$ cat config.mk
export PLATFORM = sky130hd
export DESIGN_NAME = sram_ddr_ctrl
export DESIGN_NICKNAME = d
export VERILOG_FILES = /design/src/rtl/sram_ddr_pkg.sv /design/src/rtl/sram_ddr_sched.sv /design/src/rtl/sram_ddr_wr_path.sv /design/src/rtl/sram_ddr_rd_capture.sv /design/src/rtl/sram_ddr_ctrl.sv
export SDC_FILE = /design/constraint.sdc
export NUM_CORES = 1
export LEC_CHECK = 0
export CORE_MARGIN = 2
export CORE_UTILIZATION = 50
export CTS_CLUSTER_SIZE = 10
export DETAILED_ROUTE_END_ITERATION = 8
export DONT_BUFFER_PORTS = 1
export HOLD_SLACK_MARGIN = 0.03
export SETUP_SLACK_MARGIN = 0.02
export SLEW_MARGIN = 30
export SYNTH_ARGS = -nofsm -noshare
export SYNTH_HDL_FRONTEND = slang
export SYNTH_SLANG_ARGS = --single-unit
$ cat constraint.sdc
create_clock -name clk_i -period 2.3 [get_ports clk_i]
set_input_delay 0.23 -clock clk_i [delete_from_list [all_inputs] [get_ports clk_i]]
set_output_delay 0.23 -clock clk_i [all_outputs]
set_load 0.01 [all_outputs]
$ cat src/rtl/sram_ddr_pkg.sv
package sram_ddr_pkg;
  localparam int unsigned CMD_GAP_TICKS  = 4;  // two SRAM cycles between addresses
  localparam int unsigned TURN_GAP_TICKS = 8;  // read followed by write
  localparam int unsigned WR_BEAT_DLY    = 2;  // first write beat after command
  localparam int unsigned RD_BEAT_DLY    = 5;  // first read beat after command

  function automatic bit width_supported(input int unsigned w);
    return (w == 8) || (w == 9) || (w == 18) || (w == 36);
  endfunction
endpackage

$ cat src/rtl/sram_ddr_sched.sv
module sram_ddr_sched
  import sram_ddr_pkg::*;
#(
  parameter int unsigned ADDR_W = 22
) (
  input  logic              clk_i,
  input  logic              rst_ni,
  input  logic              rd_valid_i,
  input  logic [ADDR_W-1:0] rd_addr_i,
  input  logic              wr_valid_i,
  input  logic [ADDR_W-1:0] wr_addr_i,
  output logic              rd_ready_o,
  output logic              wr_ready_o,
  output logic              sram_k_o,
  output logic              sram_cmd_o,
  output logic              sram_rd_o,
  output logic [ADDR_W-1:0] sram_addr_o
);
  localparam int unsigned CNT_W = $clog2(TURN_GAP_TICKS + 1);
  localparam logic [CNT_W-1:0] GAP_C  = CNT_W'(CMD_GAP_TICKS);
  localparam logic [CNT_W-1:0] TURN_C = CNT_W'(TURN_GAP_TICKS);

  logic             k_q, cmd_q, rd_q, last_rd_q;
  logic [CNT_W-1:0] cnt_q;
  logic [ADDR_W-1:0] addr_q;
  logic slot, pref_wr, rd_ok, wr_ok, gnt_rd, gnt_wr;

  always_comb begin
    slot    = !k_q;  // next tick is even
    pref_wr = (rd_valid_i && wr_valid_i) ? last_rd_q : wr_valid_i;
    rd_ok   = slot && (cnt_q >= GAP_C);
    wr_ok   = slot && (cnt_q >= (last_rd_q ? TURN_C : GAP_C));
    gnt_rd  = rd_valid_i && rd_ok && !pref_wr;
    gnt_wr  = wr_valid_i && wr_ok && pref_wr;
  end

  always_ff @(posedge clk_i or negedge rst_ni) begin
    if (!rst_ni) begin
      k_q       <= 1'b1;
      cmd_q     <= 1'b0;
      rd_q      <= 1'b0;
      last_rd_q <= 1'b0;
      cnt_q     <= TURN_C;
      addr_q    <= '0;
    end else begin
      k_q   <= !k_q;
      cmd_q <= gnt_rd || gnt_wr;
      rd_q  <= gnt_rd;
      if (gnt_rd)      addr_q <= rd_addr_i;
      else if (gnt_wr) addr_q <= wr_addr_i;
      if (gnt_rd || gnt_wr) begin
        cnt_q     <= CNT_W'(1);
        last_rd_q <= gnt_rd;
      end else if (cnt_q < TURN_C) begin
        cnt_q <= cnt_q + CNT_W'(1);
      end
    end
  end

  assign rd_ready_o  = gnt_rd;
  assign wr_ready_o  = gnt_wr;
  assign sram_k_o    = k_q;
  assign sram_cmd_o  = cmd_q;
  assign sram_rd_o   = rd_q;
  assign sram_addr_o = addr_q;

  assert_even_slot_R2: assert property (@(posedge clk_i) disable iff (!rst_ni)
    sram_cmd_o |-> sram_k_o);
  assert_cmd_gap_R2: assert property (@(posedge clk_i) disable iff (!rst_ni)
    sram_cmd_o |-> (!$past(sram_cmd_o, 1) && !$past(sram_cmd_o, 2) && !$past(sram_cmd_o, 3)));
  assert_turnaround_R6: assert property (@(posedge clk_i) disable iff (!rst_ni)
    (sram_cmd_o && !sram_rd_o) |-> !$past(sram_cmd_o && sram_rd_o, 4));
endmodule

$ cat src/rtl/sram_ddr_wr_path.sv
module sram_ddr_wr_path
  import sram_ddr_pkg::*;
#(
  parameter int unsigned DATA_W = 18
) (
  input  logic                clk_i,
  input  logic                rst_ni,
  input  logic                issue_i,
  input  logic [2*DATA_W-1:0] data_i,
  output logic [DATA_W-1:0]   d_o,
  output logic                oe_o
);
  localparam int unsigned BEATS = 2;

  logic [BEATS-1:0][DATA_W-1:0] beat_q;
  logic [WR_BEAT_DLY:0]         sh_q;
  logic [DATA_W-1:0]            d_q;
  logic                         oe_q;

  for (genvar b = 0; b < BEATS; b++) begin : g_beat
    always_ff @(posedge clk_i or negedge rst_ni) begin
      if (!rst_ni)      beat_q[b] <= '0;
      else if (issue_i) beat_q[b] <= data_i[b*DATA_W +: DATA_W];
    end
  end

  always_ff @(posedge clk_i or negedge rst_ni) begin
    if (!rst_ni) begin
      sh_q <= '0;
      d_q  <= '0;
      oe_q <= 1'b0;
    end else begin
      sh_q <= {sh_q[WR_BEAT_DLY-1:0], issue_i};
      oe_q <= sh_q[WR_BEAT_DLY-1] || sh_q[WR_BEAT_DLY];
      if (sh_q[WR_BEAT_DLY-1])    d_q <= beat_q[0];
      else if (sh_q[WR_BEAT_DLY]) d_q <= beat_q[1];
      else                        d_q <= '0;
    end
  end

  assign d_o  = d_q;
  assign oe_o = oe_q;

  assert_oe_two_ticks_R3: assert property (@(posedge clk_i) disable iff (!rst_ni)
    $rose(oe_q) |=> (oe_q ##1 !oe_q));
endmodule

$ cat src/rtl/sram_ddr_rd_capture.sv
module sram_ddr_rd_capture #(
  parameter int unsigned DATA_W = 18
) (
  input  logic                clk_i,
  input  logic                rst_ni,
  input  logic [DATA_W-1:0]   q_i,
  input  logic                qvld_i,
  output logic                rsp_valid_o,
  output logic [2*DATA_W-1:0] rsp_data_o
);
  logic                half_q, rsp_valid_q;
  logic [DATA_W-1:0]   lo_q;
  logic [2*DATA_W-1:0] rsp_q;

  always_ff @(posedge clk_i or negedge rst_ni) begin
    if (!rst_ni) begin
      half_q      <= 1'b0;
      rsp_valid_q <= 1'b0;
      lo_q        <= '0;
      rsp_q       <= '0;
    end else begin
      rsp_valid_q <= 1'b0;
      if (qvld_i) begin
        if (!half_q) begin
          lo_q   <= q_i;
          half_q <= 1'b1;
        end else begin
          rsp_q       <= {q_i, lo_q};
          rsp_valid_q <= 1'b1;
          half_q      <= 1'b0;
        end
      end
    end
  end

  assign rsp_valid_o = rsp_valid_q;
  assign rsp_data_o  = rsp_q;

  assert_rsp_pulse_R4: assert property (@(posedge clk_i) disable iff (!rst_ni)
    rsp_valid_o |=> !rsp_valid_o);
  assert_rsp_after_strobe_R5: assert property (@(posedge clk_i) disable iff (!rst_ni)
    rsp_valid_o |-> ($past(qvld_i, 1) && $past(qvld_i, 2)));
endmodule

$ cat src/rtl/sram_ddr_ctrl.sv
module sram_ddr_ctrl
  import sram_ddr_pkg::*;
#(
  parameter int unsigned DATA_W = 18,
  parameter int unsigned ADDR_W = 22
) (
  input  logic                clk_i,
  input  logic                rst_ni,
  input  logic                rd_valid_i,
  output logic                rd_ready_o,
  input  logic [ADDR_W-1:0]   rd_addr_i,
  input  logic                wr_valid_i,
  output logic                wr_ready_o,
  input  logic [ADDR_W-1:0]   wr_addr_i,
  input  logic [2*DATA_W-1:0] wr_data_i,
  output logic                rsp_valid_o,
  output logic [2*DATA_W-1:0] rsp_data_o,
  output logic                sram_k_o,
  output logic                sram_cmd_o,
  output logic                sram_rd_o,
  output logic [ADDR_W-1:0]   sram_addr_o,
  output logic [DATA_W-1:0]   sram_d_o,
  output logic                sram_d_oe_o,
  input  logic [DATA_W-1:0]   sram_q_i,
  input  logic                sram_qvld_i
);
  initial begin : width_chk
    assert_width_R11: assert (width_supported(DATA_W))
      else $error("unsupported DATA_W %0d", DATA_W);
  end

  sram_ddr_sched #(.ADDR_W(ADDR_W)) u_sched (
    .clk_i       (clk_i),
    .rst_ni      (rst_ni),
    .rd_valid_i  (rd_valid_i),
    .rd_addr_i   (rd_addr_i),
    .wr_valid_i  (wr_valid_i),
    .wr_addr_i   (wr_addr_i),
    .rd_ready_o  (rd_ready_o),
    .wr_ready_o  (wr_ready_o),
    .sram_k_o    (sram_k_o),
    .sram_cmd_o  (sram_cmd_o),
    .sram_rd_o   (sram_rd_o),
    .sram_addr_o (sram_addr_o)
  );

  sram_ddr_wr_path #(.DATA_W(DATA_W)) u_wr (
    .clk_i   (clk_i),
    .rst_ni  (rst_ni),
    .issue_i (wr_ready_o),
    .data_i  (wr_data_i),
    .d_o     (sram_d_o),
    .oe_o    (sram_d_oe_o)
  );

  sram_ddr_rd_capture #(.DATA_W(DATA_W)) u_rd (
    .clk_i       (clk_i),
    .rst_ni      (rst_ni),
    .q_i         (sram_q_i),
    .qvld_i      (sram_qvld_i),
    .rsp_valid_o (rsp_valid_o),
    .rsp_data_o  (rsp_data_o)
  );

  assert_no_contention_R6: assert property (@(posedge clk_i) disable iff (!rst_ni)
    sram_qvld_i |-> !sram_d_oe_o);
  assert_wr_beat_lag_R3: assert property (@(posedge clk_i) disable iff (!rst_ni)
    $rose(sram_d_oe_o) |-> $past(sram_cmd_o && !sram_rd_o, WR_BEAT_DLY));
  assert_rd_beat_lag_R4: assert property (@(posedge clk_i) disable iff (!rst_ni)
    $rose(sram_qvld_i) |-> $past(sram_cmd_o && sram_rd_o, RD_BEAT_DLY));
endmodule

== After elaboration in Yosys (flattened, before gate mapping) ==
Cells that the tools add are included.
Operators by class
  add/subtract/negate cells: 1
  $lt $le $gt $ge: 3
  mux-type cells: 11
  bitwise logic cells: 1
  reductions and logical operators: 15
Operator list (number)
  $mux W22: 2
  $mux W18: 2
  $mux W4: 3
  $logic_and A1 B1 Y1: 7
  $add A4 B1 Y4 const B: 1
  $ge A4 B3 Y1 const B: 1
  $ge A4 B4 Y1: 1
  $lt A4 B4 Y1 const B: 1
  $mux W1: 4
  $reduce_and A2 Y1: 2
  $reduce_bool A2 Y1: 2
  $logic_not A1 Y1: 2
  $logic_or A1 B1 Y1: 2
  $not A1 Y1: 1
Storage, ports and cells
  bits in registers: 144
  input port bits: 103
  output and inout bits: 83
  logic and storage cells: 46

== Depth between registers and ports, before layout ==
Gate-level depths: netlist (run 1).
  depth in word-level cells: 7
  mapped depth: 8

== By module ==
From an unflattened synthesis (run 1), not the netlist that was laid out.
Second synthesis, totals
  cell total of the unflattened synthesis: 399
  area, all modules: 5815.6 sq um
By module, submodules not included
  sram_ddr_wr_path: times used 1, cells an instance 124, area an instance 2249.7 sq um, sequential area each 1451.4 sq um
  sram_ddr_rd_capture: times used 1, cells an instance 119, area an instance 2144.6 sq um, sequential area each 1401.3 sq um
  sram_ddr_sched: times used 1, cells an instance 156, area an instance 1421.4 sq um, sequential area each 753.2 sq um

== Worst setup path before layout (run 1) ==
No wires, ideal clock.
  path kind: reg2reg
  start: register u_sched.cnt_q[3]
  end: register u_wr.beat_q[26] (netlist name)
  library setup time: 118 ps
  arrival time: 1812 ps
  required time: 2182 ps
  slack: 370 ps
  stages on the path, launching flop included: 8
  period minus slack after synthesis: 1930 ps
  cell sequence: dfstp_2 -> ha_1 -> and3_1 -> o311ai_4 -> inv_2 -> clkbuf_1 -> nand2_1 -> nand2_1
Between the ends
  word-level cells in the longest chain between the ends: 4
Ends and longest elaborated chain
  start, declared: line sram_ddr_sched.sv:24  | logic [CNT_W-1:0] cnt_q;
  start signal, assigned: line sram_ddr_sched.sv:55  | cnt_q <= cnt_q + CNT_W'(1);
  $ge A4 B4 Y1: line sram_ddr_sched.sv:32  | wr_ok = slot && (cnt_q >= (last_rd_q ? TURN_C : GAP_C));
  $logic_and A1 B1 Y1: line sram_ddr_sched.sv:32
  $logic_and A1 B1 Y1 (2 in a row): line sram_ddr_sched.sv:34  | gnt_wr = wr_valid_i && wr_ok && pref_wr;
  net wr_ready_o: line sram_ddr_ctrl.sv:13  | output logic wr_ready_o,
  end signal, assigned by index: line sram_ddr_wr_path.sv:23  | else if (issue_i) beat_q[b] <= data_i[b*DATA_W +: DATA_W];
  end, declared: line sram_ddr_wr_path.sv:15  | logic [BEATS-1:0][DATA_W-1:0] beat_q;
The timed path passes the listed nets, and every way through them passes these cells.
A chain may end at the register's enable or synchronous reset.

== Final worst setup path (run 1) ==
  start: register u_sched.last_rd_q
  end: output wr_ready_o
Between the ends
  word-level cells in the longest chain between the ends: 5
  elaborated cells between the ends (all ways): 6
  those cells by class: 1 x order compare; 2 x mux; 3 x reduce/logical
Ends and longest elaborated chain
  start, declared: line sram_ddr_sched.sv:23  | logic k_q, cmd_q, rd_q, last_rd_q;
  start signal, assigned: line sram_ddr_sched.sv:53  | last_rd_q <= gnt_rd;
  $mux W4: line sram_ddr_sched.sv:32
  $ge A4 B4 Y1: line sram_ddr_sched.sv:32
  $logic_and A1 B1 Y1: line sram_ddr_sched.sv:32
  $logic_and A1 B1 Y1: line sram_ddr_sched.sv:34
  $logic_and A1 B1 Y1 *: line sram_ddr_sched.sv:34
  end, declared: line sram_ddr_ctrl.sv:13
Every way passes the cells marked *; elsewhere a longest branch is shown, timed or not.

==> results.py, run 1 <==
metrics = {
    "run_status": {
        "outcome": "finished, violations left",
        "failed_checks": "negative hold slack",
    },
    "timing": {
        "tightestPinTransition_ns": 0.5924,
        "rel_slew_slack_pct": 60.49,
        "finalSetupViolations": 0,
        "hold_slack_ns": -0.5912,
        "fmaxAchievable_mhz": 454.6,
        "skew_ns": 0.007423,
        "final.setup.tns_ns": 0,
        "slew_viol_final": 0,
        "hold_viol": 144,
        "final.min_clock_period_ns": 2.200,
        "period_share_pct": 95.65,
        "unrepaired_setup_endpoints_after_global_routing": "no",
    },
    "clock_network": {
        "clk_pin_slew_ns": 0.06,
        "cts_root_buffer": "sky130_fd_sc_hd__clkbuf_8",
        "num_cts_buffers": 17,
        "post_cts_hold_buffer_count": 99,
        "worstSkewPairLatency_ns": 0.51,
        "tritoncts": "built",
        "clock_tree.htree_level_count": 4,
        "ctsLongestPathBuffers": 2,
        "clock-sinks": 144,
    },
    "drt": {
        "via_count": 3919,
        "drtAntennaViolNets": 0,
        "drt_drc_violations_left": 0,
        "post_drt_via_cell_ratio": 5.296,
        "drt_iter0_drc": 279,
        "routed_wirelength_mm": 12.93,
        "wl_per_cell_um": 17.47,
        "first_pass_iters": 5,
    },
    "die": {
        "placement_rows": 38,
        "design.die.area_sq_mm": 0.01189,
        "floorplan.initialDensity_pct": 51.12,
        "core_region_area_sq_mm": 0.01079,
        "io_pins": 186,
        "die_height_um": 109.1,
        "die_w_um": 109.1,
    },
    "worst_setup_path": {
        "worst_setup_path_start_kind": "flop",
        "timing.setup.critical_path_class": "flop to output pin",
        "worstSetupEndpointType": "output pin",
        "largest_fanout_of_any_net_on_the_critical_path": 5,
        "timing.critical_path.required_ns": 2.07,
        "critical_path_arrival_ns": 1.97,
    },
    "place": {
        "port_buffers": 0,
        "dp_hpwl_mm": 6.886,
        "placedCellCount": 599,
        "gpl.final_weighted_congestion": 0.7262,
    },
    "logic_synthesis": {
        "yosys.area_share.xor_xnor_pct": 0.4762,
        "netlist-cell-type-count": 24,
        "ys_seq_area_share_pct": 65.35,
        "synthSimpleGateAreaFrac_pct": 13.38,
        "post_synth_mux_area_share_pct": 11.20,
        "synth.top_cells.by_area": "sky130_fd_sc_hd__dfrtp_1 64%, sky130_fd_sc_hd__mux2_2 11%, sky130_fd_sc_hd__nand2_1 11%",
        "synth_fp_nets": 582,
        "synthesized_area_fraction_occupied_by_ao_oa_aoi_and_oai_cells_pct": 6.122,
        "synthesized_flop_and_latch_total": 144,
        "ys.warnings.count": 0,
        "synth_top_family_by_area": "simple AND/OR/NAND/NOR gates",
        "synth.largest_area_cell": "sky130_fd_sc_hd__dfrtp_1",
        "netlist.area_leader.share_pct": 64.40,
        "syn_inst": 475,
        "postSynthAreaPerCell_sq_um": 11.62,
        "yosys.area_share.adder_pct": 0.9070,
        "synth.cell_area_sq_mm": 0.005518,
    },
    "min_path": {
        "hold_class": "input pin to asynchronous set/reset pin",
    },
    "global_routing": {
        "antenna_found_initial": 0,
        "overflow": 0,
        "maximum_number_of_pins_on_one_net_before_global_route_repair": 145,
        "grt_pass1_vias": 4053,
        "wire_length_of_the_first_global_routing_pass_mm": 19.73,
        "grt_usage_pct": 21.87,
    },
    "power_and_ir_drop": {
        "p_leak_nw": 3.510,
        "post-layout-total-power_mw": 9.249,
        "power.density_cell_area_mw_per_mm2": 1235,
        "irDropWorstVdd_mv": 0.6859,
    },
    "flow_run": {
        "max_cap_viol_count": 0,
    },
    "final_layout": {
        "layout.filler_cells": 738,
        "diodes": 0,
        "layout.nets": 694,
        "drive_above_1_share_pct": 19.50,
        "area_growth_syn_to_layout_pct": 35.67,
        "post_layout_nonfiller_instances": 740,
    },
}
==> cell usage after synthesis, drive strengths merged <==
library cell	number
mux2	54
nor2b	5
inv	8
mux2i	1
xor2	2
ha	4
clkbuf	15
nand2	157
a31oi	23
a22o	17
buf	11
o311ai	1
nand2b	1
nand3	1
dfstp	2
and3	1
o2111ai	1
or2	1
o21ai	2
xnor2	1
nor2	25
dfrtp	142
==> registers in the layout, indices dropped and copies added (netlist names) <==
register and flops:
u_rd.rsp_data_o 36, u_wr.beat_q 36, u_sched.sram_addr_o 22, u_rd.lo_q 18
u_wr.d_o 18, u_sched.cnt_q 4, u_wr.sh_q 3, u_rd.half_q 1
u_rd.rsp_valid_o 1, u_sched.last_rd_q 1, u_sched.sram_cmd_o 1, u_sched.sram_k_o 1
u_sched.sram_rd_o 1, u_wr.oe_o 1
==> cells by family after synthesis <==
logic type / Yosys count
AOI/OAI and AO/OA: 44
xor gates and xnor gates: 3
adders and majority gates: 4
buffers and inverters: 34
DFF: 144
muxes: 55
and+or+nand+nor: 191
==> cells in the final DEF, fill, tap and decap left out, drive strengths merged <==
cell         netlist  final
nand2            157    157
dfrtp            142    142
dlygate4sd3        0     99
mux2              54     54
nor2              25     25
a31oi             23     23
clkbuf            15     22
a22o              17     17
buf               11     17
inv                8      9
clkinvlp           0      5
nor2b              5      5
bufinv             0      4
ha                 4      4
clkinv             0      3
xor2               2      2
dfstp              2      2
o21ai              2      2
o2111ai            1      1
and3               1      1
nand2b             1      1
o311ai             1      1
or2                1      1
xnor2              1      1
mux2i              1      1
nand3              1      1
==> per-stage QoR <==
step                cell area, sq um  hold slack [ns]  setup slack [ns]  utilization, %
CTS                             7347          -0.6173           0.02893           68.07
detailed placement              5709         -0.06283            0.1837           52.90
global placement                5682         -0.06241            0.2713           52.64
finish                          7486          -0.5912            0.1001           69.36
global route                    7486          -0.6318          0.006810           69.36
floorplan                       5518         -0.06559            0.3704               -
==> routing by layer <==
metal  vias to the layer above  GRT usage, %  share of wire, %
met4                         0         8.242               1.6
met1                      1930         27.46                41
met2                       167         35.23                50
li1                       1803             -                 -
met3                        19         7.292               7.2
met5                         -             0                 0
==> path summary, 6_finish.rpt <==
kind / startpoint / depth (start not counted) / slack [ns] / to
hold / removal: rst_ni / 0 / -0.59 / u_rd.rsp_data_o[33]
setup / recovery: u_sched.last_rd_q / 6 / 0.10 / wr_ready_o
min in group clk_i: rd_valid_i / 2 / 0.10 / u_sched.sram_addr_o[12]
hold reg to reg: u_wr.sh_q[0] / 0 / 0.35 / u_wr.sh_q[1]
max in group asynchronous: rst_ni / 0 / 2.61 / u_sched.cnt_q[3]
setup reg to reg: u_sched.last_rd_q / 9 / 0.24 / u_sched.sram_addr_o[14]
==> final cells by class <==
class	instances	area [sq um]	share of cell area, %
Tap cell	140	175.2	2.340
Timing Repair Buffer	119	1239	16.55
Inverter	8	30.03	0.4011
Multi-Input combinational cell	297	1808	24.15
Clock inverter	13	185.2	2.474
Sequential cell	144	3607	48.19
Clock buffer	19	441.7	5.900
==> worst max-delay path: stages (launching register included) <==
cell and delay, ns:
sky130_fd_sc_hd__dfrtp_1 0.40, sky130_fd_sc_hd__inv_2 0.11, sky130_fd_sc_hd__ha_1 0.24, sky130_fd_sc_hd__and3_4 0.17
sky130_fd_sc_hd__o311ai_4 0.29, sky130_fd_sc_hd__inv_2 0.10, sky130_fd_sc_hd__buf_12 0.15
==> report_power, final <==
group / switching, mW / total [mW] / internal (mW)
Combinational: 0.711 / 1.70 / 0.991
Clock: 1.06 / 2.88 / 1.82
Sequential: 1.00 / 4.67 / 3.67
Total: 2.77 / 9.25 / 6.48
==> what timing repair did <==
| item | 4_1_cts | 5_1_grt |
|---|---|---|
| hold endpoints to repair | 239 | 144 |
| endpoints found under the setup margin | 1 | 1 |
| cloned | 0 | 3 |
| gates resized for setup | 2 | 5 |
| pin swaps | 1 | 3 |
| buffers inserted | 2 | 5 |
Note: power is estimated with default switching activity, not from simulation.
==> inputs of run 2 (changes only) <==
- SLEW_MARGIN: 30 -> not set
==> run 2 against run 1 <==
Net effect:
- non-clock buffer count down 3
- sequential share of layout area up 0.12 points
- combinational power down 3%
- clock-buffer cell count unchanged
- first-iteration DRC count down 2.5%
- register-to-register slack worse by 0.08 ns
- utilization down 0.17 points
- sequential cell count unchanged
- via count down 0.48%
- cell count down 0.41%
- the flow still finishes with violations (negative hold slack)
- design area down 0.25%
==> results.py, run 2 (synthesis gave the netlist of run 1 again) <==
metrics = {
    "global_routing": {
        "overflow": 0,
        "global_route.usage.met2_pct": 34.78,
        "grt_pass1_vias": 4063,
        "globalRoute.busiestLayer": "met2",
        "antenna_found_initial": 0,
        "wire_length_of_the_first_global_routing_pass_mm": 19.59,
        "maximum_number_of_pins_on_one_net_before_global_route_repair": 145,
        "grt.met3_usage_pct": 7.770,
        "grt_usage_pct": 21.51,
        "grt.met1_usage_pct": 26.25,
    },
    "clock_network": {
        "clk_pin_slew_ns": 0.06,
        "clock_tree.htree_level_count": 4,
        "num_cts_buffers": 17,
        "worstSkewPairLatency_ns": 0.51,
        "tritoncts": "built",
        "clock-sinks": 144,
        "ctsLongestPathBuffers": 2,
        "cts_root_buffer": "sky130_fd_sc_hd__clkbuf_8",
        "post_cts_hold_buffer_count": 99,
    },
    "timing": {
        "final.min_clock_period_ns": 2.240,
        "rel_slew_slack_pct": 24.02,
        "skew_ns": 0.008651,
        "fmaxAchievable_mhz": 446.4,
        "final.setup.tns_ns": 0,
        "slew_viol_final": 0,
        "unrepaired_setup_endpoints_after_global_routing": "yes",
        "period_share_pct": 97.40,
        "hold_slack_ns": -0.5876,
        "tightestPinTransition_ns": 1.139,
        "hold_viol": 144,
        "finalSetupViolations": 0,
        "final_critical_path_setup_slack_ns": 0.05969,
    },
    "final_layout": {
        "drive_above_1_share_pct": 19.26,
        "final_cell_mix": "157 x sky130_fd_sc_hd__nand2_1, 141 x sky130_fd_sc_hd__dfrtp_1, 99 x sky130_fd_sc_hd__dlygate4sd3_1",
        "diodes": 0,
        "core_utilization_of_the_finished_layout_pct": 69.19,
        "layout.filler_cells": 723,
        "layout.nets": 691,
        "area_growth_syn_to_layout_pct": 35.33,
        "commonest_non_fill_non_tap_cell_in_the_layout": "sky130_fd_sc_hd__nand2_1",
    },
    "place": {
        "gpl.final_weighted_congestion": 0.7262,
        "dp_hpwl_mm": 6.774,
        "port_buffers": 0,
        "dp_worst_setup_slack_ns": 0.1814,
    },
    "drt": {
        "drt_drc_violations_left": 0,
        "via_count": 3900,
        "drt_iter0_drc": 272,
        "drtAntennaViolNets": 0,
        "routed_wirelength_mm": 12.73,
        "first_pass_iters": 4,
        "wl_per_cell_um": 17.27,
        "post_drt_via_cell_ratio": 5.292,
    },
    "die": {
        "placement_rows": 38,
        "core_region_area_sq_mm": 0.01079,
        "die_height_um": 109.1,
        "floorplan.initialDensity_pct": 51.12,
        "io_pins": 186,
        "die_w_um": 109.1,
        "design.die.area_sq_mm": 0.01189,
    },
    "worst_setup_path": {
        "critPathLaunch": "u_sched.cnt_q[3]",
        "timing.setup.critical_path_class": "flop to output pin",
        "largest_fanout_of_any_net_on_the_critical_path": 5,
        "crit_chain": "ha_4, and3_4, o311ai_4, inv_2, buf_12",
        "startpoint_of_the_lowest_slack_register_to_register_path": "u_sched.cnt_q[3]",
        "worst_setup_path_start_kind": "flop",
        "slowest_stage": "sky130_fd_sc_hd__dfstp_2",
        "timing.critical_path.required_ns": 2.07,
        "critPathMaxStageDelay_ns": 0.61,
        "worstSetupEndpointType": "output pin",
        "critical_path_arrival_ns": 2.01,
    },
    "power_and_ir_drop": {
        "post-layout-total-power_mw": 9.331,
        "power.density_cell_area_mw_per_mm2": 1250,
        "p_leak_nw": 3.502,
        "irDropWorstVdd_mv": 0.7040,
    },
    "min_path": {
        "hold_class": "input pin to asynchronous set/reset pin",
    },
    "run_status": {
        "outcome": "finished, violations left",
        "failed_checks": "negative hold slack",
    },
    "flow_run": {
        "max_cap_viol_count": 0,
    },
}
-- run 2: repair_timing --
action	4_1_cts	5_1_grt
setup buffers	2	3
resized for setup	6	2
setup endpoints to repair	2	2
endpoints found under the hold margin	239	144
pin swaps	2	3
gates cloned	0	3
-- run 2: critical path, delay by kind of cell, from the launching register on --
kind	cells	cell delay, ns
compound gates	1	0.27
fa+ha+maj	1	0.22
buf+inv	2	0.25
flops	1	0.61
simple gates	1	0.15
-- run 2: cell type report --
cell class / count / area, sq um / share of cell area, %
inverters: 8 / 30.03 / 0.4021
well taps: 140 / 175.2 / 2.346
repair buffers: 116 / 1196 / 16.02
clock inverters: 13 / 209.0 / 2.798
flip-flops and latches: 144 / 3607 / 48.31
clock buffers: 19 / 441.7 / 5.915
multi-input cells: 297 / 1808 / 24.21
-- run 2: power by group --
part / switching (mW) / internal (mW) / leakage (nW) / total, mW
clock network: 1.06 / 1.93 / 0.310 / 2.99
registers: 1.02 / 3.67 / 1.75 / 4.69
logic: 0.681 / 0.971 / 1.44 / 1.65
total: 2.76 / 6.57 / 3.50 / 9.33
-- run 2: path summary, 6_finish.rpt --
check / to / slack [ns] / depth (start not counted)
hold / removal: u_rd.rsp_data_o[33] / -0.59 / 0
setup reg to reg: u_sched.sram_addr_o[21] / 0.16 / 8
hold reg to reg: u_wr.sh_q[1] / 0.36 / 0
max in group asynchronous: u_sched.cnt_q[3] / 2.65 / 0
setup / recovery: wr_ready_o / 0.06 / 5
min in group clk_i: u_rd.rsp_valid_o / 0.13 / 3
-- run 2: metrics by stage --
step,hold slack (ns),cell area [sq um],std cells
after detailed placement,-0.06284,5682,598
after global routing,-0.6236,7467,737
final,-0.5876,7467,737
after CTS,-0.6143,7368,731
after global placement,-0.06241,5682,598
after floorplan,-0.06559,5518,475
-- run 2: per-layer routing --
metal  part of all wire, %  wire length, um  up-vias
li1                      -                -     1786
met2                    50             6337      146
met4                   2.1              264        0
met5                     0                0        -
met3                   7.2              920       24
met1                    41             5205     1944
